==> src/rtl/odio_pkg.sv <==
package odio_pkg;
  localparam int unsigned ADDR_W = 2;
  typedef enum logic [ADDR_W-1:0] {
    A_DATA = 2'd0,
    A_DIR  = 2'd1,
    A_SEL  = 2'd2,
    A_NONE = 2'd3
  } reg_addr_e;
endpackage

==> src/rtl/odio_regs.sv <==
module odio_regs #(
  parameter int unsigned W = 8
) (
  input  logic                         clk,
  input  logic                         rst,
  input  logic                         wr,
  input  logic [odio_pkg::ADDR_W-1:0]  addr,
  input  logic [W-1:0]                 wdata,
  output logic [W-1:0]                 lat_q,
  output logic [W-1:0]                 dir_q,
  output logic [W-1:0]                 sel_q
);
  import odio_pkg::*;

  // merged write value: bits routed to the converter keep their old content
  function automatic logic [W-1:0] masked(input logic [W-1:0] old_v,
                                          input logic [W-1:0] new_v,
                                          input logic [W-1:0] keep);
    return (old_v & keep) | (new_v & ~keep);
  endfunction

  always_ff @(posedge clk) begin
    if (rst) begin
      dir_q <= '0;
      sel_q <= '0;
    end else if (wr) begin
      if (addr == A_DIR) dir_q <= masked(dir_q, wdata, sel_q);
      if (addr == A_SEL) sel_q <= wdata;
    end
  end

  // data latch has no reset on purpose
  always_ff @(posedge clk) begin
    if (wr && addr == A_DATA) lat_q <= masked(lat_q, wdata, sel_q);
  end
endmodule

==> src/rtl/odio_insample.sv <==
module odio_insample #(
  parameter int unsigned W = 8
) (
  input  logic         clk,
  input  logic         rst,
  input  logic [W-1:0] pin_in,
  input  logic [W-1:0] sel_q,
  output logic [W-1:0] pin_q
);
  always_ff @(posedge clk) begin
    if (rst) pin_q <= '0;
    else     pin_q <= pin_in & ~sel_q;
  end
endmodule

==> src/rtl/odio_outstage.sv <==
module odio_outstage #(
  parameter int unsigned W = 8
) (
  input  logic                         clk,
  input  logic                         rst,
  input  logic [odio_pkg::ADDR_W-1:0]  addr,
  input  logic [W-1:0]                 lat_q,
  input  logic [W-1:0]                 dir_q,
  input  logic [W-1:0]                 sel_q,
  input  logic [W-1:0]                 pin_q,
  output logic [W-1:0]                 rdata,
  output logic [W-1:0]                 pull_low,
  output logic [W-1:0]                 ana_conn
);
  import odio_pkg::*;

  logic [W-1:0] data_view;
  logic [W-1:0] dir_view;
  logic [W-1:0] drv_low;
  logic [W-1:0] rd_next;

  for (genvar i = 0; i < W; i++) begin : g_pin
    assign data_view[i] = sel_q[i] ? 1'b0 : (dir_q[i] ? lat_q[i] : pin_q[i]);
    assign dir_view[i]  = dir_q[i] & ~sel_q[i];
    assign drv_low[i]   = ~sel_q[i] & dir_q[i] & ~lat_q[i];
  end

  always_comb begin
    unique case (reg_addr_e'(addr))
      A_DATA:  rd_next = data_view;
      A_DIR:   rd_next = dir_view;
      A_SEL:   rd_next = sel_q;
      default: rd_next = '0;
    endcase
  end

  always_ff @(posedge clk) begin
    if (rst) begin
      rdata    <= '0;
      pull_low <= '0;
      ana_conn <= '0;
    end else begin
      rdata    <= rd_next;
      pull_low <= drv_low;
      ana_conn <= sel_q;
    end
  end
endmodule

==> src/rtl/odio_port.sv <==
module odio_port #(
  parameter int unsigned W = 8
) (
  input  logic                         clk,
  input  logic                         rst,
  input  logic                         reg_wr,
  input  logic [odio_pkg::ADDR_W-1:0]  reg_addr,
  input  logic [W-1:0]                 reg_wdata,
  output logic [W-1:0]                 reg_rdata,
  input  logic [W-1:0]                 pin_in,
  output logic [W-1:0]                 pull_low,
  output logic [W-1:0]                 ana_conn
);
  logic [W-1:0] lat_q, dir_q, sel_q, pin_q;

  odio_regs #(.W(W)) u_regs (
    .clk(clk), .rst(rst), .wr(reg_wr), .addr(reg_addr), .wdata(reg_wdata),
    .lat_q(lat_q), .dir_q(dir_q), .sel_q(sel_q)
  );

  odio_insample #(.W(W)) u_samp (
    .clk(clk), .rst(rst), .pin_in(pin_in), .sel_q(sel_q), .pin_q(pin_q)
  );

  odio_outstage #(.W(W)) u_out (
    .clk(clk), .rst(rst), .addr(reg_addr), .lat_q(lat_q), .dir_q(dir_q),
    .sel_q(sel_q), .pin_q(pin_q), .rdata(reg_rdata), .pull_low(pull_low),
    .ana_conn(ana_conn)
  );
endmodule

==> config.mk <==
export PLATFORM = sky130hd
export DESIGN_NAME = odio_port
export DESIGN_NICKNAME = d
export VERILOG_FILES = /design/src/rtl/odio_pkg.sv /design/src/rtl/odio_regs.sv /design/src/rtl/odio_insample.sv /design/src/rtl/odio_outstage.sv /design/src/rtl/odio_port.sv
export SDC_FILE = /design/constraint.sdc
export NUM_CORES = 1
export LEC_CHECK = 0
export ABC_AREA = 1
export BUFFER_PORTS_ARGS = -buffer_cell sky130_fd_sc_hd__clkbuf_2
export CORE_MARGIN = 2
export CORE_UTILIZATION = 57
export CTS_CLUSTER_DIAMETER = 200
export DETAILED_ROUTE_END_ITERATION = 16
export GPL_TIMING_DRIVEN = 0
export PLACE_DENSITY = 0.8
export SLEW_MARGIN = 40
export SYNTH_ARGS = -nofsm -noshare
export SYNTH_HDL_FRONTEND = slang
export SYNTH_SLANG_ARGS = --single-unit
==> constraint.sdc <==
create_clock -name clk -period 2 [get_ports clk]
set_input_delay 0.4 -clock clk [delete_from_list [all_inputs] [get_ports clk]]
set_output_delay 0.4 -clock clk [all_outputs]
set_load 0.01 [all_outputs]
; ---- Word level (Yosys, flattened, before mapping)
; Index checks and enable logic that the tools add are counted.
[word_totals]
ff_bits = 56
word_cells = 69
out_inout_bits = 24
in_bits = 21
[op_classes]
n_bitwise = 39
muxes = 17
n_eq_ne = 2
reduce_logical = 4
[ops]
columns = cell, n
row1 = AND 8 bit, 4
row2 = one-hot mux 8 bit (3 select lines), 1
row3 = AND 1 bit, 16
row4 = two-way mux 1 bit, 16
row5 = NOT 1 bit, 16
row6 = OR 8 bit, 2
row7 = NOT 8 bit, 1
row8 = AND reduction 2 bit, 2
row9 = "equality test 2 x 1 -> 1 bit, second input constant", 1
row10 = "equality test 2 bit, second input constant", 1
row11 = logical NOT 2 bit, 1
row12 = logical AND 1 bit, 1

; ---- Longest topological paths before layout
; Gate-level depths: netlist of the first run.
[logic_depth]
word_depth = 3
ltp_mapped = 5
depth_no_buf = 5

; ---- Cells and area by module
; From an unflattened synthesis of the first run, not the netlist that was laid out.
[unflattened]
cells_unflattened = 313
area_unflattened_um2 = 2253.4
[modules_own_cells]
columns = module, n_inst, cells_each, seq_area_each_um2, area_per_inst_um2
row1 = odio_outstage, 1, 167, 480.5, 1044.8
row2 = odio_regs, 1, 121, 560.5, 984.7
row3 = odio_insample, 1, 25, 160.2, 224.0

; ---- Worst setup path after synthesis of the first run
; OpenSTA, ideal clock, no wires.
[synth_timing]
path_type = input to register
start = input reg_wr
end = register (tool-made name)
arrival_time_ns = 0.847
required_ns = 1.698
path_buffers = 1
stages = 3
slack_ns = 0.852
setup_ns = 0.302
path_cell_list = buf_4 nand3_1 nor2_1
[synth_lines]
columns = item, line_no
row1 = from (decl), odio_port.sv:6  ; input logic reg_wr,

; ---- Worst setup path after layout of the first run
[layout_timing]
start = register u_out.ana_conn[4]
end = output ana_conn[4]
[layout_lines]
columns = item, line_no
row1 = from (decl), odio_outstage.sv:13  ; output logic [W-1:0] ana_conn
row2 = from (signal assigned), odio_outstage.sv:45  ; ana_conn <= sel_q;
row3 = to (decl), odio_port.sv:12  ; output logic [W-1:0] ana_conn
; No word-level cell between the ends.

==> summary.txt, run 1 <==
Outcome
  – Status: complete, no violations

Clock tree
  – Worst-skew pair later-pin latency: 390 ps
  – # resized after CTS: 0
  – H-tree levels: 2
  – Clock Tree Buf Depth: 2
  – TritonCTS clock tree: done
  – Hold Buf Count CTS: 0
  – Sink Count: 56
  – Clock transition at the registers of the reported paths: ~150 ps
  – Setup repair bufs after CTS: 0
  – Clock root cell: clkbuf_4
  – CTS Buf Count: 5

Synth
  – Top cell type by total area after synthesis: dfxtp_1
  – Synthesized area per cell: about 7.7 µm²
  – Synth area leaders: dfxtp_1 (46%), nor2_1 (15%), edfxtp_1 (11%), nand2_1 (11%), inv_1 (4.9%)
  – Register area share after synthesis: 0.575
  – Post-Syn Instances: 273
  – Netlist cell types: 13
  – #FFs+latches synth: 56
  – Synth top cells by count: nor2_1 (81), nand2_1 (59), dfxtp_1 (48)
  – Synthesis Warnings: 0
  – Top-area cell type share of the netlist area: 0.460
  – Number of flops mapped to enable cells by yosys: 8
  – Syn_nets: between 200 and 300
  – Ys flop type: dfxtp_1
  – Mapped Area: 0.00209 mm²
  – Most instantiated library cell after synthesis: nor2_1
  – Asr flop ratio synth: 0

Routing
  – Drt pass-1 iters: 4
  – DR vias/cell: about 4.9
  – Metal1 wirelength: 1900 µm
  – Routed wire length: roughly 4500 µm
  – Initial DRC Count: 126
  – Routed Antenna Nets: 0
  – Avg WL per Cell: 12.2 µm
  – Wire length on met2: 2290 µm
  – Top Metal Used: met4
  – Routed via count: 1828
  – Met3 wire length: 247 µm
  – Remaining DRCs: 0

STA
  – Fin. max-slew vios: 0
  – Final min period: 1260 ps
  – Max_slew headroom: 0.614
  – Final hold violations: 0
  – Period utilization: 0.630
  – RSZ-0062 raised after global routing: false
  – Tightest Pin Transition: 578 ps
  – Final setup viols: 0
  – TNS Setup: 0 ps
  – Layout Skew: 9.56 ps
  – Fmax: just under 800 MHz

Min path
  – Hold path startpoint: pin_in[0]
  – Hold path cells: 3
  – Hold crit path type: input pin to flop
  – Hold Crit Endpoint: u_samp.pin_q[0]

GRT
  – Total GRT Usage: 0.243
  – First-pass GRT wire length: 7620 µm
  – Largest net degree at the start of global routing: 17
  – Grt ovf: 0
  – Vias in the first global route: 1682
  – Initial antenna violation count: 0

Floorplan
  – Rows: 21
  – Chip Height: 64.5 µm
  – I/O pin cnt: 45
  – Initial Util: 0.612
  – Die area: around 0.0042 mm²
  – CORE AREA: 0.00342 mm²
  – DIE WIDTH: about 65 µm

Job
  – Maxcap violations: 0

Power
  – Ratio of total power to cell area: approximately 770 mW/mm²
  – P_leak: 1.14 nW
  – Peak VDD IR: roughly 0.38 mV

Setup path
  – CP endpoint kind: output port
  – Stages on the worst setup path: 1
  – CP max stage cell: dfxtp_1
  – Top Family by Delay on Critical Path: flip-flops
  – Setup crit start kind: flop
  – Critical path class: flop to output port
  – R2r setup slk: 1020 ps
  – R2r endpoint: u_out.rdata[5]
  – CP peak stage delay: 350 ps
  – CP arrival: 860 ps
  – Cell chain of the critical path: clkbuf_2
  – WP data required: around 1600 ps
  – Reg2Reg Launch Point: u_regs.sel_q[5]
  – R2R depth: 5
  – Buf+Inv Stages, Crit Path: 1
  – Critical Path Fanout Max: 1

Layout
  – Fraction of layout cells with a size suffix above 1: 0.167
  – # diodes: 0
  – Design area: about 0.0024 mm²
  – Nets: 344
  – Layout area overhead: 15.5%

Placement
  – IO Port Bufs: between 40 and 50
  – Placed instance area: between 0.002 and 0.0025 mm²
  – GPL Wtd Cong: 0.815
  – DP Wirelength: 3120 µm
cell usage in the layout, fill, tap and decap left out, types with 8 or more instances in the layout:
cell type / Yosys / routed
nor2_1: 81 / 81
nand2_1: 59 / 59
dfxtp_1: 48 / 48
clkbuf_2: 0 / 43
inv_1: 27 / 27
a21oi_1: 16 / 16
o21ai_0: 8 / 8
nand4_1: 8 / 8
nor3_1: 8 / 8
edfxtp_1: 8 / 8
cell families after synthesis:
family | share of synthesized area
AND/OR/NAND/NOR | 0.302
flip-flops | 0.575
buffers and inverters | 0.0659
AO/OA/AOI/OAI | 0.0575
report_power, final:
part           total, mW  internal, mW  leakage, nW  switching [mW]
Sequential          1.21          1.19        0.465          0.0246
Clock              0.463         0.130       0.0324           0.333
Combinational      0.192        0.0676        0.643           0.125
area by class of cell:
| type | instances | area, µm² |
|---|---|---|
| clock inverters | 3 | 13.8 |
| flip-flops and latches | 56 | 1200 |
| plain buffers | 7 | 36.3 |
| inverters | 27 | 101 |
| well taps | 46 | 57.6 |
| fillers | 301 | 1000 |
| repair buffers | 43 | 215 |
| multi-input cells | 183 | 751 |
| clock buffers | 5 | 37.5 |
metal layers:
layer | global-route usage | up-vias
li1 | - | 955
met1 | 0.289 | 814
met2 | 0.430 | 51
met3 | 0.0434 | 8
met4 | 0.104 | 0
met5 | 0 | -
worst reg2reg max path: stages, from the launching register on:
cell,delay (ps)
dfxtp_1,370
inv_1,170
nand2_1,100
nor2_1,100
nor2_1,50
a21oi_1,130
worst max-delay path by stage:
stage	from	endpoint	slack [ps]
floorplan	reg_wr	flop	850
global placement	reg_wr	flop	480
detailed placement	reg_wr	flop	470
CTS	u_out.ana_conn[4]	ana_conn[4]	730
global route	u_out.rdata[4]	reg_rdata[4]	700
finish	u_out.ana_conn[4]	ana_conn[4]	740
stage by stage:
| step | util | cells | hold WS [ps] | power, mW | setup WS (ps) |
|---|---|---|---|---|---|
| after floorplan | - | 273 | 418 | 1.35 | 852 |
| after global placement | 0.692 | 362 | 431 | 1.42 | 477 |
| after detailed placement | 0.692 | 362 | 432 | 1.43 | 466 |
| after CTS | 0.707 | 370 | 193 | 1.88 | 734 |
| after global routing | 0.707 | 370 | 189 | 1.96 | 700 |
| final | 0.707 | 370 | 191 | 1.87 | 739 |
(Power assumes the default switching activity.)
==> run 2, diff against run 1 <==
--- a/config.mk
+++ b/config.mk
@@ -8,11 +8,11 @@
 export ABC_AREA = 1
 export BUFFER_PORTS_ARGS = -buffer_cell sky130_fd_sc_hd__clkbuf_2
 export CORE_MARGIN = 2
-export CORE_UTILIZATION = 57
+export CORE_UTILIZATION = 53
 export CTS_CLUSTER_DIAMETER = 200
 export DETAILED_ROUTE_END_ITERATION = 16
 export GPL_TIMING_DRIVEN = 0
-export PLACE_DENSITY = 0.8
+export PLACE_DENSITY = 0.75
 export SLEW_MARGIN = 40
 export SYNTH_ARGS = -nofsm -noshare
 export SYNTH_HDL_FRONTEND = slang
==> constraint.sdc (replaced) <==
create_clock -name clk -period 1.3 [get_ports clk]
set_input_delay 0.26 -clock clk [delete_from_list [all_inputs] [get_ports clk]]
set_output_delay 0.26 -clock clk [all_outputs]
set_load 0.01 [all_outputs]
==> run 2 against run 1 <==
  * Sequential share of layout area fell by 0.64 points
  * Critical path depth rose by 5
  * Routed wire length increased by 3.1%
  * Final area increased by 1.3%
  * Hold slack lost 49 ps
  * First-iteration DRC count rose by 22%
  * Largest cell class unchanged
==> summary.txt, run 2 (synthesized netlist as in run 1, its figures left out) <==
Power
  – Ratio of total power to cell area: 1260 mW/mm² (was 774 mW/mm²)
  – P_leak: 1.15 nW (was 1.14 nW)
  – Peak VDD IR: 0.974 mV (was 0.382 mV)

Layout
  – Most frequent cells in the layout: nor2_1 (81), nand2_1 (59), dfxtp_1 (48), clkbuf_2 (43), inv_1 (27) (unchanged)
  – Fraction of layout cells with a size suffix above 1: 0.160 (was 0.167)
  – Commonest non-fill, non-tap cell in the layout: nor2_1 (unchanged)
  – Core Util, Final: 0.658 (was 0.707)
  – Nets: 344 (unchanged)
  – Design area: 0.00244 mm² (was 0.00241 mm²)
  – Filler cells: 326 (was 301)
  – # diodes: 0 (unchanged)
  – Multi-input logic area: 751 µm² (unchanged)
  – Sequential cell area: 0.00120 mm² (unchanged)
  – Layout area overhead: 17.0% (was 15.5%)

Routing
  – Initial DRC Count: 154 (was 126)
  – Routed wire length: 4650 µm (was 4510 µm)
  – Avg WL per Cell: 12.5 µm (was 12.2 µm)
  – Drt pass-1 iters: 4 (unchanged)
  – DR vias/cell: 5.02 (was 4.94)
  – Routed Antenna Nets: 0 (unchanged)
  – Routed via count: 1867 (was 1828)
  – Remaining DRCs: 0 (unchanged)

GRT
  – M2 GR Usage: 0.395 (was 0.430)
  – Met1 Track Usage GR: 0.300 (was 0.289)
  – First-pass GRT wire length: 7800 µm (was 7620 µm)
  – Grt peak-use layer: met2 (unchanged)
  – Grt ovf: 0 (unchanged)
  – Total GRT Usage: 0.238 (was 0.243)
  – Initial antenna violation count: 0 (unchanged)
  – Vias in the first global route: 1686 (was 1682)
  – Met3 usage: 0.0422 (was 0.0434)
  – Largest net degree at the start of global routing: 16 (was 17)

Clock tree
  – Clock Tree Buf Depth: 2 (unchanged)
  – # resized after CTS: 0 (unchanged)
  – Worst-skew pair later-pin latency: 310 ps (was 390 ps)
  – H-tree levels: 2 (unchanged)
  – CTS Buf Count: 5 (unchanged)
  – Hold Buf Count CTS: 0 (unchanged)
  – TritonCTS clock tree: done (unchanged)
  – Clock root cell: clkbuf_8 (was clkbuf_4)
  – Clock transition at the registers of the reported paths: 90 ps (was 150 ps)
  – Setup repair bufs after CTS: 0 (unchanged)
  – Sink Count: 56 (unchanged)

Placement
  – IO Port Bufs: 43 (unchanged)
  – GPL Wtd Cong: 0.814 (was 0.815)
  – DP Wirelength: 3090 µm (was 3120 µm)
  – Placed instance area: 0.00236 mm² (about the same)

Floorplan
  – DIE WIDTH: 66.8 µm (was 64.5 µm)
  – Rows: 22 (was 21)
  – Die area: 0.00446 mm² (was 0.00417 mm²)
  – Initial Util: 0.562 (was 0.612)
  – Chip Height: 66.8 µm (was 64.5 µm)
  – I/O pin cnt: 45 (unchanged)
  – CORE AREA: 0.00372 mm² (was 0.00342 mm²)

STA
  – Tightest Pin Transition: 674 ps (was 578 ps)
  – Final setup viols: 0 (unchanged)
  – RSZ-0062 raised after global routing: false (unchanged)
  – Period utilization: 0.816
  – WHS: 142 ps (was 191 ps)
  – Fmax: 943 MHz
  – Layout Skew: 3.85 ps (was 9.56 ps)
  – Max_slew headroom: 0.549 (was 0.614)
  – Final min period: 1060 ps
  – Final hold violations: 0 (unchanged)
  – Fin. max-slew vios: 0 (unchanged)

Setup path
  – Setup crit start kind: input pin (was flop)
  – CP endpoint kind: flop (was output port)
  – Critical path class: input pin to flop (was flop to output port)
  – WP data required: 1520 ps (was 1600 ps)
  – Critical Path Fanout Max: 8 (was 1)
  – CP arrival: 1280 ps (was 860 ps)

Outcome
  – Status: complete, no violations (unchanged)

Min path
  – Hold crit path type: input pin to flop (unchanged)

Job
  – Maxcap violations: 0 (unchanged)
-- run 2: cell types whose count changed in the layout (fill, tap and decap cells not counted), sizes merged --
| cell | before | now |
|---|---|---|
| clkinv | 3 | 0 |
| clkbuf | 51 | 54 |
-- run 2: worst paths after layout --
kind	from	end	slack, ps	depth (start not counted)
worst max register to register	u_regs.sel_q[3]	u_out.rdata[3]	300	5
worst max-delay path	reg_addr[0]	flop	240	6
worst min-delay path	pin_in[2]	u_samp.pin_q[2]	140	3
worst min register to register	flop	u_out.pull_low[4]	440	1
-- run 2: routing by layer --
metal	vias to the layer above	part of all wire
li1	951	-
met4	0	0.014
met3	7	0.070
met2	62	0.49
met5	-	0
met1	847	0.43
-- run 2: where the power goes --
group          internal, mW  switching (mW)
clock                 0.384           0.531
combinational         0.104           0.193
sequential             1.82          0.0375
-- run 2: worst max-delay path, stage by stage --
cell and delay [ps]:
clkbuf_2 110, inv_1 80, nor2_1 530, nand4_1 160
nand2_1 100, nor2_1 40
-- run 2: per-stage QoR --
step	setup WS (ps)	setup TNS (ps)	std cells	total power [mW]
after floorplan	292	0	273	2.08
after global placement	-90.0	-931	364	2.19
after detailed placement	-113	-1180	364	2.20
after CTS	227	0	372	3.08
after global routing	108	0	372	3.22
final	240	0	372	3.07
-- run 2: layout make-up --
class,instances,area share
plain buffers,7,0.0148
clock buffers,8,0.0328
inverters,27,0.0415
multi-input cells,183,0.307
flip-flops and latches,56,0.491
well taps,48,0.0246
repair buffers,43,0.0880
==> run 3, diff against run 2 <==
--- a/config.mk
+++ b/config.mk
@@ -5,14 +5,14 @@
 export SDC_FILE = /design/constraint.sdc
 export NUM_CORES = 1
 export LEC_CHECK = 0
-export ABC_AREA = 1
+export ABC_AREA = 0
 export BUFFER_PORTS_ARGS = -buffer_cell sky130_fd_sc_hd__clkbuf_2
 export CORE_MARGIN = 2
-export CORE_UTILIZATION = 53
+export CORE_UTILIZATION = 48
 export CTS_CLUSTER_DIAMETER = 200
 export DETAILED_ROUTE_END_ITERATION = 16
 export GPL_TIMING_DRIVEN = 0
-export PLACE_DENSITY = 0.75
+export PLACE_DENSITY = 0.71
 export SLEW_MARGIN = 40
 export SYNTH_ARGS = -nofsm -noshare
 export SYNTH_HDL_FRONTEND = slang
==> constraint.sdc (replaced) <==
create_clock -name clk -period 0.96 [get_ports clk]
set_input_delay 0.192 -clock clk [delete_from_list [all_inputs] [get_ports clk]]
set_output_delay 0.192 -clock clk [all_outputs]
set_load 0.01 [all_outputs]
==> run 3 against run 2 <==
  * The flow now finishes with violations (setup timing)
  * Sequential share of layout area fell by 3.6 points
  * Routed wire length fell by 2.0%
  * Final area rose by 11%
  * Core utilization fell by 2.4 points
  * Flip-flop and latch count did not move
  * Largest cell class unchanged
==> summary.txt, run 3 <==
Outcome
  – Status: finished with violations (was complete, no violations)
  – Failing checks: setup timing

GRT
  – Total GRT Usage: 0.188 (was 0.238)
  – Initial antenna violation count: 0 (unchanged)
  – Grt ovf: 0 (unchanged)
  – Vias in the first global route: 1437 (was 1686)
  – First-pass GRT wire length: 7020 µm (was 7800 µm)
  – Largest net degree at the start of global routing: 17 (was 16)

Placement
  – Placed instance area: 0.00240 mm² (was 0.00236 mm²)
  – GPL Wtd Cong: 0.763 (was 0.814)
  – Place WS: -447 ps (was -113 ps)
  – DP Wirelength: 2770 µm (was 3090 µm)
  – IO Port Bufs: 41 (was 43)

Floorplan
  – CORE AREA: 0.00429 mm² (was 0.00372 mm²)
  – Rows: 24 (was 22)
  – Die area: 0.00492 mm² (was 0.00446 mm²)
  – I/O pin cnt: 45 (unchanged)
  – Initial Util: 0.489 (was 0.562)
  – DIE WIDTH: 70.2 µm (was 66.8 µm)
  – Chip Height: 70.2 µm (was 66.8 µm)

Setup path
  – CP max stage cell: dfxtp_4 (was nor2_1)
  – R2r setup slk: -40 ps (was 300 ps)
  – Critical path class: flop to flop (was input pin to flop)
  – Crit path from: u_regs.sel_q[2] (was reg_addr[0])
  – Buf+Inv Stages, Crit Path: 0 (was 2)
  – WP data required: 1140 ps (was 1520 ps)
  – R2R depth: 3 (was 5)
  – Top Family by Delay on Critical Path: flip-flops (was simple AND/OR/NAND/NOR gates)
  – CP arrival: 1180 ps (was 1280 ps)
  – Critical Path Fanout Max: 4 (was 8)
  – Stages on the worst setup path: 3 (was 6)
  – Reg2Reg Launch Point: u_regs.sel_q[2] (was u_regs.sel_q[3])
  – Setup crit start kind: flop (was input pin)
  – Cell chain of the critical path: and4bb_2, mux2i_1, nor2_1 (was clkbuf_2, inv_1, nor2_1, nand4_1, nand2_1, nor2_1)
  – CP peak stage delay: 360 ps (was 530 ps)
  – CP endpoint kind: flop (unchanged)

Layout
  – Design area: 0.00272 mm² (was 0.00244 mm²)
  – Fraction of layout cells with a size suffix above 1: 0.460 (was 0.160)
  – # diodes: 0 (unchanged)
  – Most frequent cells in the layout: dfxtp_1 (35), clkbuf_2 (29), nor2_1 (24), mux2i_1 (16), buf_4 (15) (was nor2_1 (81), nand2_1 (59), dfxtp_1 (48), clkbuf_2 (43), inv_1 (27))
  – Commonest non-fill, non-tap cell in the layout: dfxtp_1 (was nor2_1)
  – Layout area overhead: 29.5% (was 17.0%)
  – Nets: 259 (was 344)

Synth
  – Synthesized area per cell: 11.9 µm² (was 7.65 µm²)
  – #FFs+latches synth: 56 (unchanged)
  – Top-area cell type share of the netlist area: 0.457 (was 0.460)
  – Number of flops mapped to enable cells by yosys: 8 (unchanged)
  – Top cell type by total area after synthesis: dfxtp_1 (unchanged)
  – Mapped Area: 0.00210 mm² (was 0.00209 mm²)
  – Post-Syn Instances: 176 (was 273)
  – Syn_nets: 197 (was 294)
  – Asr flop ratio synth: 0 (unchanged)
  – Synthesis Warnings: 0 (unchanged)
  – Ys flop type: dfxtp_1 (unchanged)
  – Netlist cell types: 19 (was 13)
  – Most instantiated library cell after synthesis: dfxtp_1 (was nor2_1)
  – Synth top cells by count: dfxtp_1 (48), nor2_1 (24), mux2i_1 (16), nor3b_1 (16) (was nor2_1 (81), nand2_1 (59), dfxtp_1 (48))
  – Synth area leaders: dfxtp_1 (46%), edfxtp_1 (11%), mux2i_1 (7.6%), o41ai_2 (6.2%), nor3b_1 (5.7%) (was dfxtp_1 (46%), nor2_1 (15%), edfxtp_1 (11%), nand2_1 (11%), inv_1 (4.9%))
  – Register area share after synthesis: 0.572 (was 0.575)

Clock tree
  – H-tree levels: 2 (unchanged)
  – TritonCTS clock tree: done (unchanged)
  – Sink Count: 56 (unchanged)
  – Worst-skew pair later-pin latency: 310 ps (about the same)
  – CTS Buf Count: 5 (unchanged)
  – Clock transition at the registers of the reported paths: 100 ps (was 90 ps)
  – Clock root cell: clkbuf_8 (unchanged)
  – Hold Buf Count CTS: 0 (unchanged)
  – Clock Tree Buf Depth: 2 (unchanged)

STA
  – Max_slew headroom: 0.511 (was 0.549)
  – WHS: 90.3 ps (was 142 ps)
  – Layout Skew: 8.75 ps (was 3.85 ps)
  – Final min period: 1000 ps
  – Final hold violations: 0 (unchanged)
  – Tightest Pin Transition: 734 ps (was 674 ps)
  – Final worst slack: -41.0 ps (was 240 ps)
  – Period utilization: 1.04
  – RSZ-0062 raised after global routing: true (was false)
  – Fmax: around 1000 MHz
  – Fin. max-slew vios: 0 (unchanged)
  – Final setup viols: 8 (was 0)

Routing
  – Routed via count: 1537 (was 1867)
  – Avg WL per Cell: 15.7 µm (was 12.5 µm)
  – Drt pass-1 iters: 4 (unchanged)
  – Initial DRC Count: 42 (was 154)
  – Routed Antenna Nets: 0 (unchanged)
  – Remaining DRCs: 0 (unchanged)
  – Routed wire length: 4560 µm (was 4650 µm)
  – DR vias/cell: 5.28 (was 5.02)

Power
  – P_leak: 1.16 nW (was 1.15 nW)
  – Peak VDD IR: 1.03 mV (was 0.974 mV)
  – Ratio of total power to cell area: 1500 mW/mm² (was 1260 mW/mm²)

Min path
  – Hold crit path type: input pin to flop (unchanged)

Job
  – Maxcap violations: 0 (unchanged)
run 3: power breakdown:
group / switching, mW / internal (mW) / total (mW)
combinational: 0.215 / 0.192 / 0.407
sequential: 0.0355 / 2.44 / 2.47
clock: 0.717 / 0.497 / 1.21
total: 0.967 / 3.13 / 4.09
run 3: worst min-delay path by stage:
stage | endpoint | start | cells after the start | slack (ps)
after floorplan | flop | reg_wdata[1] | 0 | 290
after global placement | flop | reg_wdata[5] | 1 | 410
after detailed placement | flop | reg_wdata[7] | 1 | 410
after CTS | flop | reg_wdata[5] | 1 | 90
after global routing | flop | reg_wdata[5] | 1 | 90
final | flop | reg_wdata[5] | 1 | 90
run 3: cell type report:
class                   instances  area, µm²
flip-flops and latches         56       1240
fillers                       348       1570
clock inverters                 3       13.8
repair buffers                 55        335
well taps                      52       65.1
multi-input cells             108        901
clock buffers                   5       68.8
plain buffers                  11       90.1
inverters                       1       8.76
run 3: cells by family after synthesis:
group | count (synthesis) | synth area share
AO/OA/AOI/OAI | 16 | 0.0810
buffers and inverters | 12 | 0.0327
multiplexers | 16 | 0.0762
flip-flops | 56 | 0.572
AND/OR/NAND/NOR | 76 | 0.238
run 3: per-layer routing:
metal	up-vias	wire, µm	GRT usage
met5	-	0	0
met4	0	72	0.0705
met3	6	213	0.0447
met2	47	2190	0.301
met1	733	2080	0.248
li1	751	-	-
run 3: timing repair:
item | in CTS | in global routing
cloned | 0 | 0
endpoints found under the setup margin | 17 | 30
buffers inserted | 10 | 4
pin swaps | 1 | 2
resized for setup | 15 | 33
run 3: stage by stage:
stage / total power, mW / util / setup TNS [ps] / instances
floorplan: 2.76 / - / -582 / 176
global placement: 2.89 / 0.559 / -8810 / 269
detailed placement: 2.89 / 0.559 / -8970 / 269
CTS: 4.09 / 0.603 / -214 / 287
global route: 4.23 / 0.633 / -589 / 291
finish: 4.09 / 0.633 / -199 / 291
